## src/rtl/glyph_pkg.sv

```systemverilog
// Shared constants and types for the glyph expansion engine.
// Assumes a 32-bit row word and 24-bit colours.
package glyph_pkg;
    localparam int ROW_W   = 32;
    localparam int COLOR_W = 24;
    localparam int CNT_W   = $clog2(ROW_W + 1);

    // Register select codes on cfg_sel
    typedef enum logic [2:0] {
        SEL_POS   = 3'd0,
        SEL_WIDTH = 3'd1,
        SEL_STEP  = 3'd2,
        SEL_FG    = 3'd3,
        SEL_BG    = 3'd4,
        SEL_FGBG  = 3'd5,
        SEL_ROP   = 3'd6,
        SEL_MODE  = 3'd7
    } cfg_sel_e;

    localparam logic [7:0] ROP_KEEP_CODE = 8'h85;
    localparam logic [7:0] ROP_XOR_CODE  = 8'h86;

    // Decoded raster operation
    typedef enum logic [1:0] {
        RM_NEW  = 2'd0,
        RM_KEEP = 2'd1,
        RM_XOR  = 2'd2
    } rop_mode_e;

    // Per-row drawing settings, captured when a row is accepted
    typedef struct packed {
        logic [COLOR_W-1:0] fg;
        logic [COLOR_W-1:0] bg;
        rop_mode_e          rop;
        logic               transparent;
        logic [CNT_W-1:0]   width;
    } row_ctx_t;
endpackage

```

## src/rtl/glyph_cfg_regs.sv

```systemverilog
// Configuration register bank of the glyph engine.
// Holds the packed position, increment, width, colours, raster op and mode.
// The width and raster op are decoded on write. The position advances by the
// increment on every accepted row, and a same-cycle position write wins.
module glyph_cfg_regs
    import glyph_pkg::*;
#(
    parameter int X_W = 16,
    parameter int Y_W = 16
) (
    input  logic                 clk,
    input  logic                 rst_n,
    input  logic                 cfg_we,
    input  logic [2:0]           cfg_sel,
    input  logic [63:0]          cfg_wdata,
    input  logic                 adv,
    output logic [X_W+Y_W-1:0]   pos_q,
    output logic [X_W+Y_W-1:0]   step_q,
    output row_ctx_t             ctx
);
    localparam int POS_W = X_W + Y_W;

    logic [31:0]      wreq;
    logic [CNT_W-1:0] width_dec;
    rop_mode_e        rop_dec;
    logic             unused_hi;

    assign wreq      = cfg_wdata[31:0];
    assign unused_hi = ^cfg_wdata[63:56];

    // Clamp the requested width into 1..ROW_W
    always_comb begin
        if (wreq == 32'd0 || wreq > 32'(ROW_W))
            width_dec = CNT_W'(ROW_W);
        else
            width_dec = wreq[CNT_W-1:0];
    end

    // Decode the raster operation code
    always_comb begin
        case (cfg_wdata[7:0])
            ROP_KEEP_CODE: rop_dec = RM_KEEP;
            ROP_XOR_CODE:  rop_dec = RM_XOR;
            default:       rop_dec = RM_NEW;
        endcase
    end

    // Position register: a software write beats the per-row advance
    always_ff @(posedge clk) begin
        if (!rst_n)
            pos_q <= '0;
        else if (cfg_we && cfg_sel_e'(cfg_sel) == SEL_POS)
            pos_q <= cfg_wdata[POS_W-1:0];
        else if (adv)
            pos_q <= pos_q + step_q;
    end

    // Remaining configuration registers
    always_ff @(posedge clk) begin
        if (!rst_n) begin
            step_q          <= '0;
            ctx.fg          <= '0;
            ctx.bg          <= '0;
            ctx.rop         <= RM_NEW;
            ctx.transparent <= 1'b0;
            ctx.width       <= CNT_W'(ROW_W);
        end else if (cfg_we) begin
            case (cfg_sel_e'(cfg_sel))
                SEL_WIDTH: ctx.width <= width_dec;
                SEL_STEP:  step_q    <= cfg_wdata[POS_W-1:0];
                SEL_FG:    ctx.fg    <= cfg_wdata[COLOR_W-1:0];
                SEL_BG:    ctx.bg    <= cfg_wdata[COLOR_W-1:0];
                SEL_FGBG: begin
                    ctx.fg <= cfg_wdata[32 +: COLOR_W];
                    ctx.bg <= cfg_wdata[0 +: COLOR_W];
                end
                SEL_ROP:   ctx.rop         <= rop_dec;
                SEL_MODE:  ctx.transparent <= cfg_wdata[0];
                default: ;
            endcase
        end
    end
endmodule

```

## src/rtl/glyph_row_walker.sv

```systemverilog
// Row walker: captures a row word with its settings and start position, then
// steps one bit per cycle whenever the current pixel is absent or accepted.
// It is ready again in the cycle that consumes the last bit, so rows can
// follow each other without a gap.
module glyph_row_walker
    import glyph_pkg::*;
#(
    parameter int X_W = 16,
    parameter int Y_W = 16
) (
    input  logic                 clk,
    input  logic                 rst_n,
    input  logic                 row_valid,
    input  logic [ROW_W-1:0]     row_data,
    output logic                 row_ready,
    output logic                 accept,
    input  logic [X_W+Y_W-1:0]   pos_q,
    input  row_ctx_t             ctx_in,
    input  logic                 emit,
    input  logic                 px_ready,
    output logic                 busy,
    output logic                 bit_now,
    output logic [CNT_W-1:0]     col,
    output logic [X_W-1:0]       x0,
    output logic [Y_W-1:0]       y0,
    output row_ctx_t             ctx_q
);
    localparam int POS_W = X_W + Y_W;

    logic [ROW_W-1:0] bits_q;
    logic             advance;
    logic             last;

    // Step when the current pixel needs no write or the sink takes it
    assign advance   = busy && (!emit || px_ready);
    assign last      = (col == ctx_q.width - 1'b1);
    assign row_ready = !busy || (advance && last);
    assign accept    = row_valid && row_ready;
    assign bit_now   = bits_q[ROW_W-1];

    // Row state: load on accept, shift and count on advance
    always_ff @(posedge clk) begin
        if (!rst_n) begin
            busy   <= 1'b0;
            bits_q <= '0;
            col    <= '0;
            x0     <= '0;
            y0     <= '0;
            ctx_q  <= '0;
        end else if (accept) begin
            busy   <= 1'b1;
            bits_q <= row_data;
            col    <= '0;
            x0     <= pos_q[X_W-1:0];
            y0     <= pos_q[POS_W-1:X_W];
            ctx_q  <= ctx_in;
        end else if (advance) begin
            if (last) begin
                busy <= 1'b0;
            end else begin
                bits_q <= bits_q << 1;
                col    <= col + 1'b1;
            end
        end
    end
endmodule

```

## src/rtl/glyph_pixel_emit.sv

```systemverilog
// Pixel request former: chooses the colour from the current bit, applies the
// transparent skip and the raster op, and forms x from the start plus the column.
// Purely combinational on the walker state.
module glyph_pixel_emit
    import glyph_pkg::*;
#(
    parameter int X_W = 16,
    parameter int Y_W = 16
) (
    input  logic               busy,
    input  logic               bit_now,
    input  logic [CNT_W-1:0]   col,
    input  logic [X_W-1:0]     x0,
    input  logic [Y_W-1:0]     y0,
    input  logic [COLOR_W-1:0] fg,
    input  logic [COLOR_W-1:0] bg,
    input  rop_mode_e          rop,
    input  logic               transparent,
    output logic               px_valid,
    output logic [X_W-1:0]     px_x,
    output logic [Y_W-1:0]     px_y,
    output logic [COLOR_W-1:0] px_color,
    output logic               px_rmw
);
    // Request formation for the current bit position
    always_comb begin
        px_valid = busy && (rop != RM_KEEP) && (bit_now || !transparent);
        px_x     = x0 + X_W'(col);
        px_y     = y0;
        px_color = bit_now ? fg : bg;
        px_rmw   = (rop == RM_XOR);
    end
endmodule

```

## src/rtl/glyph_expander.sv

```systemverilog
// Top of the monochrome glyph expansion engine.
// It ties the register bank, the row walker and the request former together.
// Assumes the pixel sink handles XOR requests as read-modify-write.
module glyph_expander
    import glyph_pkg::*;
#(
    parameter int X_W = 16,
    parameter int Y_W = 16
) (
    input  logic               clk,
    input  logic               rst_n,
    input  logic               cfg_we,
    input  logic [2:0]         cfg_sel,
    input  logic [63:0]        cfg_wdata,
    input  logic               row_valid,
    output logic               row_ready,
    input  logic [31:0]        row_data,
    output logic               px_valid,
    input  logic               px_ready,
    output logic [X_W-1:0]     px_x,
    output logic [Y_W-1:0]     px_y,
    output logic [23:0]        px_color,
    output logic               px_rmw
);
    localparam int POS_W = X_W + Y_W;

    logic [POS_W-1:0] pos_q;
    logic [POS_W-1:0] step_q;
    row_ctx_t         cfg_ctx;
    row_ctx_t         row_ctx;
    logic             row_accept;
    logic             walk_busy;
    logic             walk_bit;
    logic [CNT_W-1:0] walk_col;
    logic [X_W-1:0]   walk_x0;
    logic [Y_W-1:0]   walk_y0;

    glyph_cfg_regs #(.X_W(X_W), .Y_W(Y_W)) u_regs (
        .clk(clk), .rst_n(rst_n), .cfg_we(cfg_we), .cfg_sel(cfg_sel),
        .cfg_wdata(cfg_wdata), .adv(row_accept), .pos_q(pos_q),
        .step_q(step_q), .ctx(cfg_ctx)
    );

    glyph_row_walker #(.X_W(X_W), .Y_W(Y_W)) u_walk (
        .clk(clk), .rst_n(rst_n), .row_valid(row_valid), .row_data(row_data),
        .row_ready(row_ready), .accept(row_accept), .pos_q(pos_q),
        .ctx_in(cfg_ctx), .emit(px_valid), .px_ready(px_ready),
        .busy(walk_busy), .bit_now(walk_bit), .col(walk_col),
        .x0(walk_x0), .y0(walk_y0), .ctx_q(row_ctx)
    );

    glyph_pixel_emit #(.X_W(X_W), .Y_W(Y_W)) u_emit (
        .busy(walk_busy), .bit_now(walk_bit), .col(walk_col),
        .x0(walk_x0), .y0(walk_y0), .fg(row_ctx.fg), .bg(row_ctx.bg),
        .rop(row_ctx.rop), .transparent(row_ctx.transparent),
        .px_valid(px_valid), .px_x(px_x), .px_y(px_y),
        .px_color(px_color), .px_rmw(px_rmw)
    );
endmodule

```

## config.mk

```make
export PLATFORM = sky130hd
export DESIGN_NAME = glyph_expander
export DESIGN_NICKNAME = d
export VERILOG_FILES = /design/src/rtl/glyph_pkg.sv /design/src/rtl/glyph_cfg_regs.sv /design/src/rtl/glyph_row_walker.sv /design/src/rtl/glyph_pixel_emit.sv /design/src/rtl/glyph_expander.sv
export SDC_FILE = /design/constraint.sdc
export NUM_CORES = 1
export LEC_CHECK = 0
export CORE_MARGIN = 5
export CORE_UTILIZATION = 58
export CTS_CLUSTER_SIZE = 14
export DETAILED_ROUTE_END_ITERATION = 8
export DONT_BUFFER_PORTS = 1
export PLACE_DENSITY = 0.74
export SETUP_SLACK_MARGIN = 0.15
export SLEW_MARGIN = 20
export SYNTH_ARGS = -nofsm -noshare
export SYNTH_HDL_FRONTEND = slang
export SYNTH_HIERARCHICAL = 1
export SYNTH_SLANG_ARGS = --single-unit
```

## constraint.sdc

```tcl
create_clock -name clk -period 3.5 [get_ports clk]
set_clock_uncertainty 0.05 [all_clocks]
set_input_delay 0 -clock clk [delete_from_list [all_inputs] [get_ports clk]]
set_output_delay 0 -clock clk [all_outputs]
set_load 0.01 [all_outputs]
```

==> results of run 1 <==
## cell type report
class / count / area [µm²] / share of cell area [%]
diodes: 6 / 15.0 / 0.0983
clock buffers: 42 / 845 / 5.53
well taps: 285 / 357 / 2.33
inverters: 54 / 209 / 1.37
flip-flops and latches: 249 / 4980 / 32.6
repair buffers: 132 / 1350 / 8.86
clock inverters: 7 / 93.8 / 0.614
multi-input cells: 1200 / 7420 / 48.6
## where the power goes
part | leakage (nW) | internal [mW] | switching (mW)
registers | 2.03 | 2.95 | 0.0931
logic | 3.02 | 0.298 | 0.500
clock network | 0.456 | 1.80 | 1.17
total | 5.50 | 5.05 | 1.76
## layer usage
metal	track usage, %	wire length [µm]	vias to the layer above
li1	-	-	5981
met1	39.8	17200	6044
met2	48.4	18900	561
met3	5.33	3320	93
met4	8.96	1330	2
met5	0	7	-
## stage by stage
step	hold WS, ps	utilization (%)	power [mW]
2_1_floorplan	86.0	-	3.57
3_3_place_gp	43.3	58.4	3.68
3_5_place_dp	45.3	58.4	3.69
4_1_cts	13.2	67.3	6.81
5_1_grt	52.5	67.7	7.05
6_report	36.9	67.7	6.81
## layout by cell type (no fill, tap or decap), types with 14 or more instances in the layout
cell type      count
a21oi_1          207
dlygate4sd3_1    100
xor2_1            14
a311oi_1          24
nand2_1          184
ha_1              39
inv_1             49
a211oi_1          16
nand3_1          132
a2111oi_2         31
nor2_1            70
dfxtp_1          249
o21ai_0          157
clkbuf_16         30
xnor2_1           25
nor3b_1           35
mux2_2            24
buf_4             23
nor3_1            48
nand4_1           18
## cells in the mapped netlist, types with 3 or more instances
master	number	share of area, %
dfxtp_1	249	38
a21oi_1	208	7.9
nand2_1	185	5.2
o21ai_0	157	5.9
nand3_1	132	5.0
clkbuf_1	105	3.0
nor2_1	71	2.0
inv_1	51	1.4
nor3_1	48	1.8
ha_1	39	3.7
nor3b_1	35	2.0
a2111oi_2	32	3.6
xnor2_1	25	1.7
a311oi_1	24	1.6
mux2_2	24	2.0
buf_2	21	0.79
buf_4	21	1.2
nand4_1	18	0.85
a211oi_1	16	0.91
xor2_1	14	0.93
a31oi_1	13	0.61
mux2i_1	13	0.98
nor2b_1	11	0.52
nor4_1	10	0.47
a21o_1	9	0.51
and3_1	7	0.33
or3_1	7	0.33
a22oi_1	6	0.34
nand3b_1	6	0.34
or4_1	6	0.34
a21oi_2	5	0.33
o21ai_1	5	0.19
o21bai_1	5	0.28
nand2b_1	4	0.19
o31ai_1	4	0.23
or2_2	4	0.19
a2111oi_1	3	0.23
nand2_2	3	0.14
o2111ai_1	3	0.20
o21a_1	3	0.17
o32ai_1	3	0.20
## flip-flops by register name, summed over array words and instances, names as in the netlist
register       flops
u_walk/col         6
u_walk/bits_q     32
u_walk/busy        1
u_regs/pos_q      32
u_walk/ctx_q      57
u_walk/y0         16
u_walk/x0         16
u_regs/step_q     32
u_regs/ctx        57
## kinds of logic (layout without fill, tap and decap cells)
group                    after synthesis  in the layout  synth area share (%)
buffers and inverters                205            235                  6.74
XOR/XNOR                              39             39                  2.58
AO/OA/AOI/OAI                        520            520                  25.1
flip-flops                           249            249                  37.7
adder cells (fa/ha/maj)               41             41                  3.99
other                                  0              6                     0
multiplexers                          37             37                  3.02
AND/OR/NAND/NOR                      563            563                  20.9
## worst max-delay path by stage
stage	startpoint	end	slack [ps]	cells after the start
6_report	u_walk/ctx_q[0]	u_regs/pos_q[24]	270	10
3_5_place_dp	u_walk/ctx_q[0]	u_walk/ctx_q[6]	180	9
2_1_floorplan	u_walk/ctx_q[0]	u_regs/pos_q[10]	180	10
5_1_grt	u_walk/ctx_q[0]	u_regs/pos_q[24]	160	10
3_3_place_gp	u_walk/ctx_q[0]	u_regs/pos_q[24]	190	10
4_1_cts	u_walk/ctx_q[0]	row_ready	200	7
## what timing repair did
| action | CTS | global route |
|---|---|---|
| gates cloned | 0 | 1 |
| gates resized for setup | 3 | 6 |
| hold buffers | 102 | 1 |
| setup endpoints to repair | 2 | 14 |
| hold endpoints to repair | 248 | 5 |
| pin swaps | 0 | 2 |
| setup buffers | 0 | 2 |
==> results_dict.tcl, run 1 <==
set metrics [dict create \
    path_class "register to register" \
    crit_arrival_ps 3660 \
    drive_gt1_share_pct 10.2 \
    clkLatencyLatePin_ps 540 \
    die_x_um 161 \
    stdcell_count 1975 \
    nets 1810 \
    grt_overflow 0 \
    ir_drop_uv 412 \
    end_kind "register" \
    cts_made_buffers 28 \
    std_cell_rows 55 \
    cts.sinks 249 \
    dieArea_um2 25900 \
    r2r_cells 10 \
    synth_edf_count 0 \
    setup_slack_ps 270 \
    cts_max_path_buffers 3 \
    dp_hpwl_um 25200 \
    htree_levels 1 \
    antenna_found_initial 5 \
    async_flop_share_pct 0 \
    cts_root_buffer "clkbuf_16" \
    cp_max_fo 7 \
    clk_pin_slew_ps 60 \
    p_per_area_nw_per_um2 446 \
    syn_to_final_growth_pct 15.4 \
    cpPeakStageDelay_ps 570 \
    holdCritPathClass "primary input to register" \
    min_delay_path_depth 2 \
    drc 0 \
    p_leak_nw 5.50 \
    path_delay_family "simple AND/OR/NAND/NOR gates" \
    first_iter_violations 1283 \
    status "completed" \
    crit_chain "or4_1 > or3_4 > a2111oi_4 > a31oi_4 > nor2_4 > clkinvlp_4 > nor2_4 > nand2_2 > or4_1 > nand3b_1" \
    num_io_pins 163 \
    post-route-min-period_ps 3230 \
    synth_top_flop_cell "dfxtp_1" \
    dp.cells 1814 \
    synth_warnings 6 \
    r2r_start "u_walk/ctx_q[0]" \
    setup_viol 0 \
    vias_per_cell 6.42 \
    grt_pass1_wl_um 63700 \
    min-delay-start "rst_n" \
    finalHoldViolCount 0 \
    track_usage_pct 29.5 \
    wl_per_cell_um 20.6 \
    required_ps 3930 \
    crit_path_top_delay_cell "or4_1" \
    dr.pass1.iters 7 \
    gp_congestion 0.948 \
    die_y_um 161 \
    cts_tree "yes" \
    tightest_slew_ps 1050 \
    max_freq_mhz 310 \
    cap_violations 0 \
    relSlewSlack_pct 29.8 \
    worstSetupStartpointType "register" \
    cp_num_buf_inv 1 \
    placed_area_um2 13200 \
    dp_slack_ps 180 \
    synthesis.area_um2 13200 \
    synth-seq-cells 249 \
    vias 12700 \
    port_buffers 0 \
    final_area_um2 15300 \
    avgSynthCellArea_um2 8.00 \
    core_area_um2 22600 \
    fin_crit_sh_pct 92.3 \
    drt.antenna.violating_nets 0 \
    initial_core_util_pct 58.7 \
    fillCellCount 1882 \
    tns_ps 0 \
    ys_seq_area_share_pct 37.7 \
    syn_inst 1654 \
    min_to "u_walk/ctx_q[54]" \
    ys_types 78 \
    grt_pass1_vias 11900 \
    maxSlewViolCount 0 \
    r2r-end "u_regs/pos_q[24]" \
    grt_setup_unrepaired "false" \
    reg2reg_slack_ps 270 \
    grt_max_degree 122 \
    routed_wl_um 40800 \
    syn_nets 1799 \
]
(Power assumes the default switching activity.)
==> run 2, diff against run 1 <==
- ABC_AREA: not set -> 1
==> results_dict.tcl, run 2 <==
set metrics [dict create \
    cts_made_buffers 27 \
    syn_nets 2232 \
    wl_per_cell_um 15.9 \
    grt_pass1_wl_um 61700 \
    p_leak_nw 7.40 \
    drt.antenna.violating_nets 0 \
    path_class "register to register" \
    fin_util_pct 66.5 \
    status "completed" \
    crit_arrival_ps 3480 \
    avgSynthCellArea_um2 6.53 \
    r2r-end "u_regs/pos_q[1]" \
    ys_types 47 \
    cts.sinks 249 \
    synth.largest_area_cell "dfxtp_1" \
    min_to "u_walk/ctx_q[15]" \
    combPwrFrac_pct 13.9 \
    grt_overflow 0 \
    track_usage_pct 28.2 \
    r2r_cells 19 \
    clock_power_share_pct 40.6 \
    intPower_mw 4.98 \
    ys_seq_area_share_pct 36.6 \
    grt_setup_unrepaired "false" \
    max_freq_mhz 329 \
    holdCritPathClass "primary input to register" \
    grt_max_degree 176 \
    hold_ws_ps 88.2 \
    yosys-top-cells-count "577 x nand2_1, 275 x nor2_1, 249 x dfxtp_1, 229 x inv_1" \
    drive_gt1_share_pct 4.42 \
    pwr-share-seq_pct 45.4 \
    yosysTopAreaCellShare_pct 36.6 \
    grt_pass1_vias 12400 \
    reg2reg_slack_ps 460 \
    async_flop_share_pct 0 \
    antenna_found_initial 3 \
    reg.largest.list "u_regs/ctx (57), u_walk/ctx_q (57)" \
    drc 0 \
    min-delay-start "px_ready" \
    synth_edf_count 0 \
    syn_to_final_growth_pct 13.8 \
    setup_viol 0 \
    dr.pass1.iters 5 \
    gp_congestion 0.929 \
    num_io_pins 163 \
    yosysMostFrequentCell "nand2_1" \
    tightest_slew_ps 1060 \
    tns_ps 0 \
    core_area_um2 23300 \
    postCtsSetupRepairBufs 0 \
    die_y_um 163 \
    cts_root_buffer "clkbuf_16" \
    crit_top_cell "nand2_1" \
    layout_common_cells "577 x nand2_1, 273 x nor2_1, 249 x dfxtp_1" \
    yosys-top-cells-area "dfxtp_1 37%, nand2_1 16%, nor2_1 7.6%, inv_1 6.3%, a21oi_1 5.0%" \
    cap_violations 0 \
    worstSetupStartpointType "register" \
    min_delay_path_depth 8 \
    cts_tree "yes" \
    initial_core_util_pct 58.4 \
    crit_chain "inv_1 > ha_1 > inv_1 > nand2_1 > nand2_1 > nor2_1 > nand2_1 > nor2_2 > nand4_1 > nand2_2 > nand2_4 > inv_8 > nand2_4 > inv_4 > nand2_1 > o211ai_1 > nand2_1 > dlygate4sd3_1 > inv_1" \
    synth_warnings 6 \
    syn_inst 2087 \
    dp_hpwl_um 25300 \
    end_kind "register" \
    vias_per_cell 5.39 \
    htree_levels 1 \
    std_cell_rows 56 \
    fin_crit_sh_pct 87.0 \
    required_ps 3940 \
    finalHoldViolCount 0 \
    p_per_area_nw_per_um2 445 \
    dieArea_um2 26700 \
    clkLatencyLatePin_ps 550 \
    die_x_um 163 \
    crit_path_top_delay_cell "dlygate4sd3_1" \
    vias 13300 \
    ir_drop_uv 423 \
    post-route-min-period_ps 3040 \
    synth_top_flop_cell "dfxtp_1" \
    netSwitchingFraction_pct 27.9 \
    maxSlewViolCount 0 \
    cpPeakStageDelay_ps 580 \
    synthesis.area_um2 13600 \
    cp_max_fo 42 \
    clk_pin_slew_ps 60 \
    port_buffers 0 \
    routed_wl_um 39200 \
    synth-seq-cells 249 \
    cts_max_path_buffers 3 \
    p_sw_mw 1.93 \
    nets 2274 \
    fillCellCount 2066 \
    first_iter_violations 1230 \
    relSlewSlack_pct 29.4 \
    r2r_start "u_walk/ctx_q[0]" \
    layout_commonest_cell "nand2_1" \
]
run 2: changes by cell type after synthesis, sizes merged, moves of 23 or more:
cell,change
nor3b,-35
nor2,+207
buf,+28
mux2,-24
a2111oi,-35
xnor2,-23
clkbuf,-65
a21oi,-76
inv,+190
nand2,+396
nor3,-42
o21ai,+27
run 2: area by class of cell:
cell class	instances	area, µm²	share of cell area [%]
Antenna cell	3	7.51	0.0484
Clock buffer	38	777	5.01
Clock inverter	11	101	0.653
Inverter	246	938	6.05
Multi-Input combinational cell	1478	7020	45.2
Sequential cell	249	4980	32.1
Tap cell	319	399	2.57
Timing Repair Buffer	127	1290	8.29
run 2: worst max-delay path by stage:
| stage | startpoint | endpoint | slack [ps] | cells past startpoint |
|---|---|---|---|---|
| 3_3_place_gp | u_walk/ctx_q[0] | u_regs/pos_q[16] | 790 | 16 |
| 2_1_floorplan | u_walk/ctx_q[0] | u_regs/pos_q[26] | 1110 | 21 |
| 5_1_grt | u_walk/ctx_q[0] | u_regs/pos_q[1] | 180 | 19 |
| 3_5_place_dp | u_walk/ctx_q[0] | u_regs/pos_q[16] | 770 | 16 |
| 4_1_cts | u_walk/ctx_q[0] | u_regs/pos_q[1] | 260 | 19 |
| 6_report | u_walk/ctx_q[0] | u_regs/pos_q[1] | 460 | 19 |
run 2: metal layers:
metal / up-vias / track usage, % / share of wire, %
met4: 0 / 11.6 / 4.2
met1: 6042 / 34.2 / 42
met2: 440 / 48.6 / 47
met3: 103 / 5.90 / 7.2
li1: 6734 / - / -
met5: - / 0 / 0
run 2: cells by family after synthesis:
group / Yosys count / synth area share, %
AO/OA/AOI/OAI: 376 / 15.0
XOR/XNOR: 21 / 1.35
adder cells (fa/ha/maj): 41 / 3.88
buffers and inverters: 360 / 12.0
flip-flops: 249 / 36.6
AND/OR/NAND/NOR: 1040 / 31.2
run 2: what timing repair did:
item                                   in CTS  in global routing
setup endpoints to repair                   0                  1
hold buffers                              117                  0
endpoints found under the hold margin     248                  0
gates resized for setup                     0                  4
run 2: critical path: cells and delay by family (launching register included):
family	cells	cell delay, ps
compound gates	1	110
flops	1	340
simple gates	11	870
fa+ha+maj	1	300
buf+inv	6	1300
run 2: per-stage QoR:
step	area, µm²	worst slack, ps	power (mW)	cells
floorplan	13600	1110	3.87	2087
global placement	13400	788	3.96	2302
detailed placement	13400	773	3.98	2302
CTS	15500	262	6.92	2468
global route	15500	176	7.20	2471
finish	15500	457	6.90	2471
run 2: power groups by stage:
stage / combinational (mW) / sequential [mW] / clock (mW)
4_1_cts: 0.941 / 3.13 / 2.84
3_5_place_dp: 0.782 / 3.20 / 0
6_report: 0.960 / 3.14 / 2.81
5_1_grt: 1.07 / 3.16 / 2.98
3_3_place_gp: 0.767 / 3.19 / 0
2_1_floorplan: 0.716 / 3.15 / 0
